[config.mk]
export PLATFORM = sky130hd
export DESIGN_NAME = glyph_chunk_compositor
export DESIGN_NICKNAME = d
export VERILOG_FILES = /design/src/rtl/glyph_comp_pkg.sv /design/src/rtl/glyph_font_rom.sv /design/src/rtl/glyph_row_aligner.sv /design/src/rtl/chunk_painter.sv /design/src/rtl/glyph_chunk_compositor.sv
export SDC_FILE = /design/constraint.sdc
export NUM_CORES = 1
export LEC_CHECK = 0
export ABC_AREA = 1
export BUFFER_PORTS_ARGS = -buffer_cell sky130_fd_sc_hd__clkbuf_2
export CORE_MARGIN = 8
export CORE_UTILIZATION = 40
export CTS_BUF_LIST = sky130_fd_sc_hd__clkbuf_4
export DETAILED_ROUTE_END_ITERATION = 7
export PLACE_DENSITY_LB_ADDON = 0.3
export SYNTH_ARGS = -nofsm -noshare
export SYNTH_HDL_FRONTEND = slang
export SYNTH_SLANG_ARGS = --single-unit
[constraint.sdc]
create_clock -name clk -period 3.55 [get_ports clk]
set_clock_uncertainty 0.15 [all_clocks]
set_input_delay 0 -clock clk [delete_from_list [all_inputs] [get_ports clk]]
set_output_delay 0 -clock clk [all_outputs]
set_load 0.03 [all_outputs]
[src/rtl/glyph_comp_pkg.sv]
package glyph_comp_pkg;

  // Raw font word for a flat glyph-row index (glyph * rows + row).
  function automatic int unsigned font_word(input int unsigned flat_index);
    return flat_index * 157 + 61;
  endfunction

  // Glyph row selected by the current scan row; may be negative.
  function automatic int row_offset(input int unsigned scan_row, input int unsigned top);
    return int'(scan_row) - int'(top);
  endfunction

  // Glyph left edge relative to the left edge of the chunk.
  function automatic int col_offset(input int unsigned left, input int unsigned chunk_idx,
                                    input int unsigned ppc);
    return int'(left) - int'(chunk_idx * ppc);
  endfunction

  // True when value lies in [lo, hi).
  function automatic logic in_span(input int value, input int lo, input int hi);
    return (value >= lo) && (value < hi);
  endfunction

endpackage

[src/rtl/glyph_font_rom.sv]
module glyph_font_rom #(
  parameter int GLYPH_COUNT = 16,
  parameter int GLYPH_H     = 8,
  parameter int GLYPH_W     = 8,
  parameter int ADDR_W      = $clog2(GLYPH_COUNT * GLYPH_H)
) (
  input  logic               clk,
  input  logic               rd_en,
  input  logic [ADDR_W-1:0]  addr,
  output logic [GLYPH_W-1:0] q
);
  localparam int DEPTH = GLYPH_COUNT * GLYPH_H;

  logic [GLYPH_W-1:0] store [DEPTH];

  initial begin
    for (int a = 0; a < DEPTH; a++)
      store[a] = GLYPH_W'(glyph_comp_pkg::font_word(a));
  end

  always_ff @(posedge clk) begin
    if (rd_en) q <= store[addr];
  end
endmodule

[src/rtl/glyph_row_aligner.sv]
module glyph_row_aligner #(
  parameter int PIX_PER_CHUNK = 8,
  parameter int BITS_PER_PIX  = 4,
  parameter int GLYPH_W       = 8,
  parameter int CX_W          = 7,
  parameter int SHIFT_W       = 5
) (
  input  logic                                  clk,
  input  logic                                  rst_n,
  input  logic                                  a_valid,
  input  logic                                  a_hit,
  input  logic [SHIFT_W-1:0]                    a_shift,
  input  logic [GLYPH_W-1:0]                    a_glyph,
  input  logic [PIX_PER_CHUNK*BITS_PER_PIX-1:0] a_chunk,
  input  logic [CX_W-1:0]                       a_chunk_x,
  input  logic [BITS_PER_PIX-1:0]               a_ink,
  output logic                                  b_valid,
  output logic [PIX_PER_CHUNK-1:0]              b_mask,
  output logic [PIX_PER_CHUNK*BITS_PER_PIX-1:0] b_chunk,
  output logic [CX_W-1:0]                       b_chunk_x,
  output logic [BITS_PER_PIX-1:0]               b_ink
);
  // Window: one chunk of margin on the left, the glyph, one chunk on the right.
  localparam int EXT_W = 2 * PIX_PER_CHUNK + GLYPH_W;

  logic [EXT_W-1:0]         centred;
  logic [EXT_W-1:0]         moved;
  logic [PIX_PER_CHUNK-1:0] mask_next;

  always_comb begin
    centred = '0;
    centred[PIX_PER_CHUNK +: GLYPH_W] = a_glyph;
    moved     = centred >> a_shift;
    mask_next = a_hit ? moved[PIX_PER_CHUNK-1:0] : '0;
  end

  always_ff @(posedge clk) begin
    if (!rst_n) begin
      b_valid   <= 1'b0;
      b_mask    <= '0;
      b_chunk   <= '0;
      b_chunk_x <= '0;
      b_ink     <= '0;
    end else begin
      b_valid <= a_valid;
      if (a_valid) begin
        b_mask    <= mask_next;
        b_chunk   <= a_chunk;
        b_chunk_x <= a_chunk_x;
        b_ink     <= a_ink;
      end
    end
  end
endmodule

[src/rtl/chunk_painter.sv]
module chunk_painter #(
  parameter int PIX_PER_CHUNK = 8,
  parameter int BITS_PER_PIX  = 4,
  parameter int CX_W          = 7
) (
  input  logic                                  clk,
  input  logic                                  rst_n,
  input  logic                                  p_valid,
  input  logic [PIX_PER_CHUNK-1:0]              p_mask,
  input  logic [PIX_PER_CHUNK*BITS_PER_PIX-1:0] p_chunk,
  input  logic [CX_W-1:0]                       p_chunk_x,
  input  logic [BITS_PER_PIX-1:0]               p_ink,
  output logic                                  q_valid,
  output logic [PIX_PER_CHUNK*BITS_PER_PIX-1:0] q_chunk,
  output logic [CX_W-1:0]                       q_chunk_x
);
  logic [PIX_PER_CHUNK*BITS_PER_PIX-1:0] painted;

  generate
    if (BITS_PER_PIX == 1) begin : g_bitwise
      assign painted = p_ink[0] ? (p_chunk | p_mask) : (p_chunk & ~p_mask);
    end else begin : g_replace
      for (genvar i = 0; i < PIX_PER_CHUNK; i++) begin : g_pix
        assign painted[i*BITS_PER_PIX +: BITS_PER_PIX] =
          p_mask[i] ? p_ink : p_chunk[i*BITS_PER_PIX +: BITS_PER_PIX];
      end
    end
  endgenerate

  always_ff @(posedge clk) begin
    if (!rst_n) begin
      q_valid   <= 1'b0;
      q_chunk   <= '0;
      q_chunk_x <= '0;
    end else begin
      q_valid <= p_valid;
      if (p_valid) begin
        q_chunk   <= painted;
        q_chunk_x <= p_chunk_x;
      end
    end
  end
endmodule

[src/rtl/glyph_chunk_compositor.sv]
module glyph_chunk_compositor #(
  parameter int PIX_PER_CHUNK = 8,
  parameter int BITS_PER_PIX  = 4,
  parameter int GLYPH_W       = 8,
  parameter int GLYPH_H       = 8,
  parameter int GLYPH_COUNT   = 16,
  parameter int XW            = 10,
  parameter int YW            = 10
) (
  input  logic                                        clk,
  input  logic                                        rst_n,
  input  logic                                        in_valid,
  input  logic [PIX_PER_CHUNK*BITS_PER_PIX-1:0]       in_chunk,
  input  logic [XW-$clog2(PIX_PER_CHUNK)-1:0]         in_chunk_x,
  input  logic [YW-1:0]                               in_row,
  input  logic [XW-1:0]                               item_x,
  input  logic [YW-1:0]                               item_y,
  input  logic [$clog2(GLYPH_COUNT)-1:0]              item_char,
  input  logic [BITS_PER_PIX-1:0]                     ink,
  output logic                                        out_valid,
  output logic [PIX_PER_CHUNK*BITS_PER_PIX-1:0]       out_chunk,
  output logic [XW-$clog2(PIX_PER_CHUNK)-1:0]         out_chunk_x
);
  import glyph_comp_pkg::*;

  localparam int CHUNK_W = PIX_PER_CHUNK * BITS_PER_PIX;
  localparam int CX_W    = XW - $clog2(PIX_PER_CHUNK);
  localparam int ADDR_W  = $clog2(GLYPH_COUNT * GLYPH_H);
  localparam int SHIFT_W = $clog2(PIX_PER_CHUNK + GLYPH_W) + 1;

  // Stage 1 decode (named for the checker)
  int                 row_rel;
  int                 col_rel;
  logic               row_hit;
  logic               col_hit;
  logic               stage1_hit;
  logic [ADDR_W-1:0]  rom_addr;
  logic [SHIFT_W-1:0] shift_next;

  always_comb begin
    row_rel    = row_offset(in_row, item_y);
    col_rel    = col_offset(item_x, in_chunk_x, PIX_PER_CHUNK);
    row_hit    = in_span(row_rel, 0, GLYPH_H);
    col_hit    = in_span(col_rel, 1 - GLYPH_W, PIX_PER_CHUNK);
    stage1_hit = row_hit && col_hit;
    rom_addr   = ADDR_W'(int'(item_char) * GLYPH_H + (row_hit ? row_rel : 0));
    shift_next = col_hit ? SHIFT_W'(PIX_PER_CHUNK - col_rel) : '0;
  end

  // Stage 1 registers
  logic                 s1_valid;
  logic                 s1_hit;
  logic [SHIFT_W-1:0]   s1_shift;
  logic [CHUNK_W-1:0]   s1_chunk;
  logic [CX_W-1:0]      s1_chunk_x;
  logic [BITS_PER_PIX-1:0] s1_ink;
  logic [GLYPH_W-1:0]   rom_q;

  always_ff @(posedge clk) begin
    if (!rst_n) begin
      s1_valid   <= 1'b0;
      s1_hit     <= 1'b0;
      s1_shift   <= '0;
      s1_chunk   <= '0;
      s1_chunk_x <= '0;
      s1_ink     <= '0;
    end else begin
      s1_valid <= in_valid;
      if (in_valid) begin
        s1_hit     <= stage1_hit;
        s1_shift   <= shift_next;
        s1_chunk   <= in_chunk;
        s1_chunk_x <= in_chunk_x;
        s1_ink     <= ink;
      end
    end
  end

  glyph_font_rom #(
    .GLYPH_COUNT(GLYPH_COUNT), .GLYPH_H(GLYPH_H), .GLYPH_W(GLYPH_W), .ADDR_W(ADDR_W)
  ) u_font (
    .clk(clk), .rd_en(in_valid), .addr(rom_addr), .q(rom_q)
  );

  // Stage 2: alignment
  logic                    s2_valid;
  logic [PIX_PER_CHUNK-1:0] s2_mask;
  logic [CHUNK_W-1:0]      s2_chunk;
  logic [CX_W-1:0]         s2_chunk_x;
  logic [BITS_PER_PIX-1:0] s2_ink;

  glyph_row_aligner #(
    .PIX_PER_CHUNK(PIX_PER_CHUNK), .BITS_PER_PIX(BITS_PER_PIX), .GLYPH_W(GLYPH_W),
    .CX_W(CX_W), .SHIFT_W(SHIFT_W)
  ) u_align (
    .clk(clk), .rst_n(rst_n),
    .a_valid(s1_valid), .a_hit(s1_hit), .a_shift(s1_shift), .a_glyph(rom_q),
    .a_chunk(s1_chunk), .a_chunk_x(s1_chunk_x), .a_ink(s1_ink),
    .b_valid(s2_valid), .b_mask(s2_mask), .b_chunk(s2_chunk),
    .b_chunk_x(s2_chunk_x), .b_ink(s2_ink)
  );

  // Stage 3: paint
  chunk_painter #(
    .PIX_PER_CHUNK(PIX_PER_CHUNK), .BITS_PER_PIX(BITS_PER_PIX), .CX_W(CX_W)
  ) u_paint (
    .clk(clk), .rst_n(rst_n),
    .p_valid(s2_valid), .p_mask(s2_mask), .p_chunk(s2_chunk),
    .p_chunk_x(s2_chunk_x), .p_ink(s2_ink),
    .q_valid(out_valid), .q_chunk(out_chunk), .q_chunk_x(out_chunk_x)
  );
endmodule

# Word-level counts from Yosys, hierarchy flattened
# Memories as Yosys holds them, arrays and structs flattened. A register that Yosys moved wholly into a read port is not among the register bits.
# Index checks and enable logic that the tools add are counted.
dict set report word_totals {
  ff_bits 142
  rom_bits 1024
  inputBits 80
  out_inout_bits 40
  elab_cells 38
  n_memories 1
}
# name depth word_bits read_ports rd_ports_with_merged_regs wr line
set mem_list {}
lappend mem_list {u_font.store 128 8 1 1 0 glyph_font_rom.sv:14} ;# logic [GLYPH_W-1:0] store [DEPTH];
dict set report classes {
  n_addsub 4
  n_lt_le_gt_ge 4
  shift 1
  mux 11
  n_reduce_logical 3
}
# operator count
set ops {}
lappend ops {{$mux W4} 8}
lappend ops {{$lt A11 B5 Y1 const B} 2}
lappend ops {{$sub A10 B10 Y11} 2}
lappend ops {{$shr A16 B5 Y8} 1}
lappend ops {{$ge A11 B1 Y1 const B} 1}
lappend ops {{$ge A11 B4 Y1 const B} 1}
lappend ops {{$mux W8} 1}
lappend ops {{$add A7 B7 Y7} 1}
lappend ops {{$mux W7} 1}
lappend ops {{$mux W5} 1}
lappend ops {{$sub A5 B5 Y5 const A} 1}
lappend ops {{$logic_and A1 B1 Y1} 3}

# Logic depth before layout (Yosys ltp)
# Gate-level depths: netlist (run 1).
dict set report logic_depth {
  depth_word 5
  mapped_depth 26
  ltp_nobuf 26
}

# By module
# From an unflattened synthesis (run 1), not the netlist that was laid out.
dict set report hier_totals {
  cells_unflattened 1236
  area_unflattened_um2 8105.3
}
# mod n_inst cells_each area_per_inst_um2 seq_area_each_um2
set by_module_without_submodules {}
lappend by_module_without_submodules {glyph_chunk_compositor 1 439 2920.3 1001.0}
lappend by_module_without_submodules {glyph_row_aligner 1 302 2113.3 1041.0}
lappend by_module_without_submodules {chunk_painter 1 312 1955.6 800.8}
lappend by_module_without_submodules {glyph_font_rom 1 183 1116.1 240.2}

# Worst setup path after synthesis (run 1)
# OpenSTA, ideal clock, no wires.
dict set report synth_timing {
  path_type {in2reg}
  startpoint {input in_row[0]}
  endpoint {register u_font.q[7] (read register of u_font.store) (data pin)}
  setup_ns 0.253
  t_arrival_ns 2.547
  t_required_ns 3.147
  path_slack_ns 0.600
  path_stages 25
  cell_sequence {inv_1 ha_1 fa_1 inv_1 nand2_1 nand2_2 nand2_1 nand2_1 nand2_1 nor2_2 nand3_1 nor2_4 nand3_2 inv_1 ha_1 nand2_1 inv_1 a21oi_1 nand2_1 nand3_1 nand2_1 inv_1 nand2_1 nand3_1 nand2_1}
}
dict set report synth_via {
  elab_chain_len 5
}
# element line
set synth_rtl {}
lappend synth_rtl {{start, declared} glyph_chunk_compositor.sv:15} ;# input logic [YW-1:0] in_row,
lappend synth_rtl {{$sub A10 B10 Y11 (*)} glyph_comp_pkg.sv:10} ;# return int'(scan_row) - int'(top);
lappend synth_rtl {{$ge A11 B1 Y1 or $lt A11 B5 Y1 (tied branches)} glyph_comp_pkg.sv:21} ;# return (value >= lo) && (value < hi);
lappend synth_rtl {{$logic_and A1 B1 Y1} glyph_comp_pkg.sv:21}
lappend synth_rtl {{$mux W7 (*)} glyph_chunk_compositor.sv:46} ;# rom_addr = ADDR_W'(int'(item_char) * GLYPH_H + (row_hit ? row_rel : 0));
lappend synth_rtl {{$add A7 B7 Y7 (*)} glyph_chunk_compositor.sv:46}
lappend synth_rtl {{end, declared} glyph_font_rom.sv:10} ;# output logic [GLYPH_W-1:0] q
# Mark *: on every way between the ends. The rest lies on a longest branch, timed or not.
# A chain may end at the register's enable or synchronous reset.

# Worst setup path in the final report (run 1)
dict set report layout_timing {
  startpoint {input item_y[0]}
  endpoint {register u_font.q[7] (read register of u_font.store) (data pin)}
}
dict set report layout_via {
  elab_chain_len 5
}
# element line
set layout_rtl {}
lappend layout_rtl {{start, declared} glyph_chunk_compositor.sv:17} ;# input logic [YW-1:0] item_y,
lappend layout_rtl {{$sub A10 B10 Y11 (*)} glyph_comp_pkg.sv:10}
lappend layout_rtl {{$ge A11 B1 Y1 or $lt A11 B5 Y1 (tied branches)} glyph_comp_pkg.sv:21}
lappend layout_rtl {{$logic_and A1 B1 Y1} glyph_comp_pkg.sv:21}
lappend layout_rtl {{$mux W7 (*)} glyph_chunk_compositor.sv:46}
lappend layout_rtl {{$add A7 B7 Y7 (*)} glyph_chunk_compositor.sv:46}
# Marked as above.

==> results of run 1 <==
synthesized netlist by cell type, types with 5 or more instances:
| cell | count |
|---|---|
| nor2_1 | 75 |
| ha_1 | 30 |
| nand2_1 | 241 |
| clkbuf_1 | 41 |
| a22o_1 | 14 |
| nand4_1 | 14 |
| dfxtp_1 | 142 |
| o21ai_0 | 132 |
| inv_1 | 118 |
| nand3_1 | 57 |
| a21oi_1 | 111 |
| nand2_2 | 5 |
| edfxtp_1 | 8 |
how the worst max path moves through the flow:
stage          startpoint     endpoint  slack, ns  depth (start not counted)
6_report        item_y[0]  u_font.q[7]       0.33                         25
5_1_grt         item_y[0]  u_font.q[7]       0.04                         24
4_1_cts         item_y[0]  u_font.q[7]       0.37                         25
3_5_place_dp    in_row[0]  u_font.q[7]       0.28                         25
3_3_place_gp    in_row[0]  u_font.q[7]       0.37                         25
2_1_floorplan   in_row[0]  u_font.q[7]       0.60                         25
sequential cells by signal, summed over array words and instances (netlist names):
signal and cells:
u_paint.q_chunk 32, u_font.q 8, u_paint.q_chunk_x 7, s1_chunk_x 7
u_align.b_valid 1, s1_chunk 32, u_align.b_ink 4, u_align.b_chunk 32
s1_hit 1, s1_valid 1, s1_shift 5, u_align.b_mask 8
u_paint.q_valid 1, u_align.b_chunk_x 7, s1_ink 4
where the power goes:
part | leakage [nW] | switching [W] | internal [W]
clock network | 0.151 | 0.000604 | 0.000489
logic | 2.99 | 0.000444 | 0.000277
registers | 1.24 | 0.0000551 | 0.00180
area by class of cell:
class / instances / area, µm²
Antenna cell: 1 / 2.50
Clock buffer: 18 / 135
Clock inverter: 14 / 156
Fill cell: 1887 / 9300
Inverter: 126 / 473
Multi-Input combinational cell: 732 / 3780
Sequential cell: 150 / 3080
Tap cell: 234 / 293
Timing Repair Buffer: 197 / 1360
cells by family (layout without fill, tap and decap cells):
family,count (synthesis),count (layout),synth area share [%]
xor+xnor,7,7,0.817
flops,150,150,41.1
compound gates,276,276,19.8
mux,1,1,0.133
simple gates,411,411,23.6
fa+ha+maj,33,33,5.80
buf+inv,173,355,8.77
other cells,1,5,0.0500
what timing repair did:
item | 4_1_cts | 5_1_grt
endpoints found under the hold margin | 130 | 0
setup buffers | 0 | 0
hold buffers | 71 | 0
critical path, cell delays in order:
cell	delay, ns
dlygate4sd3_1	0.53
clkbuf_2	0.10
ha_1	0.19
fa_1	0.40
inv_1	0.10
nand2_1	0.06
nand2_2	0.08
nand3_1	0.09
nand3_1	0.12
nand3_2	0.13
inv_1	0.07
nand2_1	0.08
nor2_4	0.17
nand3_2	0.19
ha_1	0.36
nand2_1	0.08
inv_1	0.06
a21oi_1	0.15
nand2_1	0.07
nand3_1	0.07
nand2_1	0.06
inv_1	0.05
nand2_1	0.05
nand3_1	0.06
nand2_1	0.05
routing by layer:
layer	part of all wire, %	vias up	wire length, µm	GRT usage, %
li1	-	3800	-	-
met1	46	3322	9080	21.2
met2	48	152	9570	29.2
met3	4.3	22	842	3.35
met4	1.3	0	252	4.85
met5	0	-	0	0
stage by stage:
step                      util [%]  std cells  worst slack (ns)  hold slack (ns)  cell area (µm²)
after floorplan                  -       1055             0.600          -0.0375             7520
after global placement        44.5       1368             0.367           0.0492             8280
after detailed placement      44.5       1368             0.278           0.0559             8280
after CTS                     49.9       1471             0.372          0.00168             9280
after global routing          49.9       1472            0.0420          0.00872             9280
final                         49.9       1472             0.328           0.0396             9280
==> results.json, run 1 <==
{
  "ys_seq_area_share_pct": 41.1,
  "synth_edf_count": 8,
  "viasPerCell": 4.96,
  "coreArea_um2": 18600,
  "fin_setup_tns_ns": 0,
  "path_max_fanout": 7,
  "async_flop_share_pct": 0,
  "p_total_w": 0.00367,
  "cts_buffer_depth": 2,
  "vdd_ir_drop_max_mv": 0.157,
  "slew_headroom_pct": 19.6,
  "drt_iter0_markers": 381,
  "globalRouteOverflowTotal": 0,
  "grt_max_degree": 86,
  "cts_resized": 0,
  "die-area_um2": 23400,
  "cts_tree": "built",
  "max_freq_mhz": 310,
  "yosys_warnings": 0,
  "drt_pass1_iterations": 5,
  "leakagePower_nw": 4.39,
  "rrSetupSlack_ns": 1.74,
  "io_buffers": 119,
  "synthFlopType": "dfxtp_1",
  "antenna_left": 0,
  "layout_common_cells": "241 x nand2_1, 141 x dfxtp_1, 132 x o21ai_0",
  "io_pins": 120,
  "rows": 50,
  "layout_commonest_cell": "nand2_1",
  "drc": 0,
  "cts_sinks": 150,
  "clk_pin_slew_ns": 0.12,
  "period_needed_ns": 3.22,
  "synth_area_um2": 7510,
  "drt_wl_total_mm": 19.7,
  "drv_cap": 0,
  "dp_hpwl_mm": 13.8,
  "status": "completed",
  "die_y_um": 153,
  "syn2layout_area_growth_pct": 23.6,
  "antenna_found_initial": 1,
  "slew_viol_final": 0,
  "grt_usage_pct": 17.0,
  "nets": 1337,
  "min_from": "in_chunk[8]",
  "yosys.area.top_type": "dfxtp_1",
  "die_width_um": 153,
  "min_to": "s1_chunk[8]",
  "synth_area_leaders": "dfxtp_1 38%, nand2_1 12%, o21ai_0 8.8%",
  "critical_path_arrival_ns": 3.39,
  "p_per_area_nw_per_um2": 395,
  "setup_viol_count_final": 0,
  "routabilityCongestion": 0.862,
  "period_share_pct": 90.8,
  "cp_data_required_time_ns": 3.72,
  "worstHoldPathCells": 4,
  "numCtsBuffers": 17,
  "h-tree-depth": 4,
  "synth_cells": 1052,
  "clock_latency_ns": 0.54,
  "rsz0062_at_grt": "no",
  "worst_r2r_endpoint": "u_align.b_mask[4]",
  "grt_pass1_vias": 7116,
  "route.vias.total": 7296,
  "grt_pass1_wl_mm": 33.7,
  "worst_pin_slew_ns": 1.20,
  "clockRootBuffer": "clkbuf_4",
  "drive_gt1_share_pct": 14.8,
  "start_util_pct": 40.4,
  "synth_area_per_cell_um2": 7.14,
  "synth_top_area_share_pct": 37.9,
  "worstReg2RegStart": "s1_valid",
  "hold_viol_final": 0,
  "worstSetupPathType": "in -> reg",
  "hp-class": "in -> reg",
  "synth-seq-cells": 150,
  "wl_per_cell_um": 13.4,
  "start_kind": "input port",
  "r2r_cells": 5,
  "ys_types": 43,
  "endpoint_kind": "register"
}
No activity file was read; power rests on OpenSTA's default activity.
==> inputs of run 2 (changes only) <==
--- a/config.mk
+++ b/config.mk
@@ -14,4 +14,5 @@
 export PLACE_DENSITY_LB_ADDON = 0.3
 export SYNTH_ARGS = -nofsm -noshare
 export SYNTH_HDL_FRONTEND = slang
+export SYNTH_HIERARCHICAL = 1
 export SYNTH_SLANG_ARGS = --single-unit
==> run 2 against run 1 <==
Compared with the run above:
- power is 1.3% lower
- worst setup slack better by 0.41 ns
- fmax is 15% higher
- largest cell class unchanged
- critical path depth is 1 lower
- hold slack better by 0.035 ns
- clock power is 11% lower
- design area is 8.3% higher
==> results.json, run 2 <==
{
  "status": "completed",
  "hp-class": "in -> reg",
  "routabilityCongestion": 0.910,
  "antenna_left": 0,
  "antenna_found_initial": 1,
  "dp_hpwl_mm": 14.4,
  "synth_area_um2": 8110,
  "worstHoldPathCells": 4,
  "crit_chain": "clkbuf_2 > inv_1 > ha_1 > fa_1 > inv_1 > nand3_1 > nand2_2 > nand2_2 > nand2_2 > nand2_1 > nand2_1 > nand2_2 > nor3_4 > inv_1 > nor2_1 > inv_1 > ha_1 > inv_1 > a21oi_1 > nand2_1 > nand2_1 > nand2_1 > nand3_1 > nand2_1",
  "synth_edf_count": 8,
  "io_buffers": 119,
  "cts_sinks": 150,
  "start_util_pct": 40.4,
  "period_needed_ns": 2.81,
  "ys_seq_area_share_pct": 38.0,
  "p_per_area_nw_per_um2": 360,
  "p_sw_w": 0.00114,
  "clock_latency_ns": 0.54,
  "wl_per_cell_um": 13.0,
  "synth_cells": 1236,
  "layout_common_cells": "301 x nor2_1, 275 x nand2_1, 141 x dfxtp_1",
  "slew_headroom_pct": 39.8,
  "synth_top_area_share_pct": 35.1,
  "fin_setup_tns_ns": 0,
  "endpoint_kind": "register",
  "ys_top_cells_by_count": "301 x nor2_1, 275 x nand2_1, 142 x dfxtp_1",
  "worstReg2RegStart": "s1_shift[1]",
  "layout_commonest_cell": "nor2_1",
  "drive_gt1_share_pct": 12.4,
  "path_common_cell": "nand2_1",
  "start_kind": "input port",
  "max_freq_mhz": 356,
  "post_cts_buffers": 0,
  "grt_pass1_wl_mm": 37.4,
  "numCtsBuffers": 17,
  "yosys_warnings": 6,
  "ys_types": 35,
  "grt_usage_pct": 18.2,
  "synth-seq-cells": 150,
  "drv_cap": 0,
  "seqPwrFrac_pct": 51.7,
  "die_y_um": 158,
  "drt_pass1_iterations": 5,
  "grt_max_degree": 108,
  "fin_hold_ws_ns": 0.0741,
  "min_from": "in_chunk[18]",
  "die-area_um2": 25100,
  "switching_share_pct": 31.4,
  "drc": 0,
  "cp_data_required_time_ns": 3.71,
  "period_share_pct": 79.2,
  "clockRootBuffer": "clkbuf_4",
  "nets": 1542,
  "syn2layout_area_growth_pct": 24.0,
  "cts_tree": "built",
  "dp.cells": 1573,
  "clk_pin_slew_ns": 0.13,
  "synth_area_per_cell_um2": 6.56,
  "io_pins": 120,
  "coreArea_um2": 20000,
  "cts_buffer_depth": 2,
  "combPwrFrac_pct": 21.5,
  "critical_path_arrival_ns": 2.97,
  "vdd_ir_drop_max_mv": 0.151,
  "viasPerCell": 4.75,
  "route.vias.total": 8129,
  "worstSetupStartpoint": "in_row[0]",
  "crit_path_max_incr_delay_ns": 0.52,
  "rsz0062_at_grt": "no",
  "synthMostInstantiatedCell": "nor2_1",
  "rows": 52,
  "path_max_fanout": 8,
  "synthFlopType": "dfxtp_1",
  "leakagePower_nw": 5.00,
  "async_flop_share_pct": 0,
  "worstSetupPathType": "in -> reg",
  "p_clk_share_pct": 26.8,
  "setup_viol_count_final": 0,
  "yosys.area.top_type": "dfxtp_1",
  "final_cells": 1713,
  "slew_viol_final": 0,
  "drt_iter0_markers": 486,
  "top_regs": "s1_chunk (32), u_align/b_chunk (32), u_paint/q_chunk (32)",
  "grt_pass1_vias": 7949,
  "hold_viol_final": 0,
  "synth_area_leaders": "dfxtp_1 35%, nor2_1 14%, nand2_1 13%",
  "die_width_um": 158,
  "r2r_cells": 6,
  "intPower_w": 0.00248,
  "globalRouteOverflowTotal": 0,
  "h-tree-depth": 4,
  "worst_pin_slew_ns": 0.903,
  "drt_wl_total_mm": 22.3,
  "cpMaxStageDelayCell": "ha_1"
}
run 2: logic make-up (layout without fill, tap and decap cells):
family | Yosys count | after routing | synth area share [%]
AND/OR/NAND/NOR | 685 | 685 | 34.4
adder cells (fa/ha/maj) | 32 | 32 | 5.22
other | 1 | 5 | 0.0463
XOR/XNOR | 7 | 7 | 0.756
buffers and inverters | 184 | 387 | 10.6
flip-flops | 150 | 150 | 38.0
AO/OA/AOI/OAI | 177 | 177 | 11.0
run 2: timing repair:
item,4_1_cts,5_1_grt
hold buffers,108,0
hold endpoints to repair,126,0
gates resized for setup,0,0
run 2: worst max-delay path, delay by kind of cell:
| family | cells | cell delay [ns] |
|---|---|---|
| compound gates | 1 | 0.15 |
| fa+ha+maj | 3 | 1.09 |
| buf+inv | 6 | 0.52 |
| simple gates | 14 | 1.22 |
run 2: routing by layer:
metal / wire length, µm / track usage [%] / part of all wire [%]
met1: 10200 / 22.5 / 46
met2: 10600 / 31.5 / 48
met3: 1170 / 3.15 / 5.2
met4: 366 / 5.75 / 1.6
met5: 0 / 0 / 0
run 2: per-stage QoR:
stage                     utilization [%]  worst slack [ns]  total power (W)  cell area (µm²)
final                                50.2             0.738          0.00362            10100
after floorplan                         -             0.338          0.00239             8120
after CTS                            50.1             0.789          0.00364            10000
after detailed placement             43.5             0.185          0.00256             8720
after global routing                 50.2             0.425          0.00384            10100
after global placement               43.5             0.267          0.00256             8720
run 2: worst paths after layout:
path,end,slack [ns]
min,s1_chunk[18],0.07
min reg2reg,u_paint/q_chunk_x[0],0.34
max reg2reg,u_align/b_mask[0],1.75
max,u_font/q[6],0.74
run 2: area by class of cell:
class | instances | area [µm²]
Sequential cell | 150 | 3080
Multi-Input combinational cell | 905 | 4180
Antenna cell | 1 | 2.50
Fill cell | 2022 | 9990
Clock buffer | 19 | 143
Tap cell | 270 | 338
Timing Repair Buffer | 236 | 1750
Inverter | 120 | 455
Clock inverter | 12 | 105
run 2: power by group through the flow:
| stage | Sequential, W | Clock, W | Combinational (W) |
|---|---|---|---|
| 2_1_floorplan | 0.00192 | 0 | 0.000469 |
| 3_3_place_gp | 0.00190 | 0 | 0.000660 |
| 3_5_place_dp | 0.00191 | 0 | 0.000659 |
| 4_1_cts | 0.00187 | 0.00100 | 0.000768 |
| 5_1_grt | 0.00188 | 0.00108 | 0.000877 |
| 6_report | 0.00187 | 0.000970 | 0.000779 |
==> inputs of run 3 (changes only) <==
==> constraint.sdc (replaced) <==
create_clock -name clk -period 2.4 [get_ports clk]
set_clock_uncertainty 0.15 [all_clocks]
set_input_delay 0 -clock clk [delete_from_list [all_inputs] [get_ports clk]]
set_output_delay 0 -clock clk [all_outputs]
set_load 0.03 [all_outputs]
==> run 3 against run 2 <==
Compared with the run above:
- hold slack barely moved
- first-iteration DRC count fell by 11%
- clock power up 92%
- utilization up 1.6 points
- combinational power is 54% higher
- power up 61%
- critical path depth is 2 higher
- die area did not move
- non-clock buffer count grew 12
- critical endpoint is now u_font/q[7]
==> results.json, run 3 (synthesized netlist as in run 2, its figures left out) <==
{
  "p_total_w": 0.00582,
  "cpMaxStageDelayCell": "ha_4",
  "drive_gt1_share_pct": 16.4,
  "critical_path_arrival_ns": 2.46,
  "max_freq_mhz": 435,
  "syn2layout_area_growth_pct": 27.9,
  "dp_hpwl_mm": 15.0,
  "crit_path_max_incr_delay_ns": 0.35,
  "routabilityCongestion": 0.886,
  "cts_buffer_depth": 2,
  "coreArea_um2": 20000,
  "die_y_um": 158,
  "setup_viol_count_final": 0,
  "vdd_ir_drop_max_mv": 0.326,
  "grt_max_degree": 65,
  "dp.cells": 1603,
  "layout_common_cells": "298 x nor2_1, 269 x nand2_1, 141 x dfxtp_1",
  "fin_setup_tns_ns": 0,
  "fillers": 2019,
  "fin_hold_ws_ns": 0.0744,
  "pre_cts_ws_ns": -0.629,
  "viasPerCell": 4.72,
  "layout_commonest_cell": "nor2_1",
  "antenna_found_initial": 1,
  "start_kind": "input port",
  "antenna_left": 0,
  "hold_viol_final": 0,
  "numCtsBuffers": 17,
  "grt_usage_pct": 17.9,
  "rows": 52,
  "die_width_um": 158,
  "status": "completed",
  "globalRouteOverflowTotal": 0,
  "grt_pass1_wl_mm": 36.7,
  "clk_pin_slew_ns": 0.12,
  "path_max_fanout": 8,
  "io_buffers": 119,
  "setup_slack_ns": 0.0987,
  "leakagePower_nw": 5.11,
  "drv_cap": 0,
  "wl_per_cell_um": 12.7,
  "cp_data_required_time_ns": 2.56,
  "worst_pin_slew_ns": 0.685,
  "final_cells": 1728,
  "slew_viol_final": 0,
  "route.vias.total": 8164,
  "clockRootBuffer": "clkbuf_4",
  "drc": 0,
  "p_per_area_nw_per_um2": 561,
  "period_share_pct": 95.9,
  "drt_pass1_iterations": 5,
  "cts_tree": "built",
  "hp-class": "in -> reg",
  "endpoint_kind": "register",
  "clock_latency_ns": 0.54,
  "io_pins": 120,
  "top_regs": "s1_chunk (32), u_align/b_chunk (32), u_paint/q_chunk (32)",
  "cts_sinks": 150,
  "path_common_cell": "nand2_1",
  "grt_pass1_vias": 7840,
  "die-area_um2": 25100,
  "start_util_pct": 40.4,
  "period_needed_ns": 2.30,
  "drt_wl_total_mm": 22.0,
  "h-tree-depth": 4,
  "slew_headroom_pct": 54.3,
  "rsz0062_at_grt": "yes",
  "drt_iter0_markers": 431,
  "worstSetupPathType": "in -> reg",
  "nets": 1554
}
==> run 3: cell types whose count changed in the layout (fill, tap and decap cells not counted), sizes merged <==
cell / change
bufinv: +4
buf: +34
dlygate4sd3: -21
clkinvlp: +1
clkbuf: -3
diode: +2
clkinv: -1
inv: -1
==> run 3: final cells by class <==
class	count	area [µm²]	area share, %
Antenna cell	3	7.51	0.0724
Inverter	120	470	4.54
Timing Repair Buffer	248	1840	17.8
Multi-Input combinational cell	905	4270	41.2
Clock inverter	15	225	2.17
Tap cell	270	338	3.26
Sequential cell	150	3080	29.7
Clock buffer	17	128	1.23
==> run 3: path summary, 6_finish.rpt <==
| path | to | startpoint | slack (ns) | cells after the start |
|---|---|---|---|---|
| setup / recovery | u_font/q[7] | in_row[0] | 0.1 | 26 |
| hold / removal | s1_ink[3] | ink[3] | 0.07 | 4 |
| setup reg to reg | u_align/b_mask[2] | s1_shift[0] | 0.87 | 7 |
| hold reg to reg | s1_hit | s1_hit | 0.34 | 2 |
==> run 3: metal layers <==
metal | routed length (µm) | track usage [%] | vias up
met5 | 0 | 0 | -
met4 | 342 | 6.20 | 0
met3 | 950 | 3.23 | 30
met2 | 10600 | 31.0 | 182
met1 | 10100 | 21.9 | 3644
li1 | - | - | 4308
==> run 3: worst max-delay path, delay by kind of cell <==
kind	cells	cell delay, ns
adders and majority gates	3	0.83
and+or+nand+nor	17	1.24
buffers and inverters	6	0.41
==> run 3: per-stage QoR <==
stage,utilization [%],cell area (µm²)
2_1_floorplan,-,8200
3_3_place_gp,45.2,9070
3_5_place_dp,45.2,9070
4_1_cts,51.4,10300
5_1_grt,51.7,10400
6_report,51.7,10400
==> run 3: repair_timing <==
action                                  CTS  global route
hold buffers                             87             0
buffers inserted                          0             3
gates resized for setup                   1            15
pin swaps                                 0             8
gates cloned                              0             0
hold endpoints to repair                 88             0
endpoints found under the setup margin    1             5
==> run 3: power by group <==
group	total, W	internal [W]	switching [W]
clock network	0.00186	0.000936	0.000924
logic	0.00120	0.000501	0.000696
registers	0.00276	0.00267	0.0000907
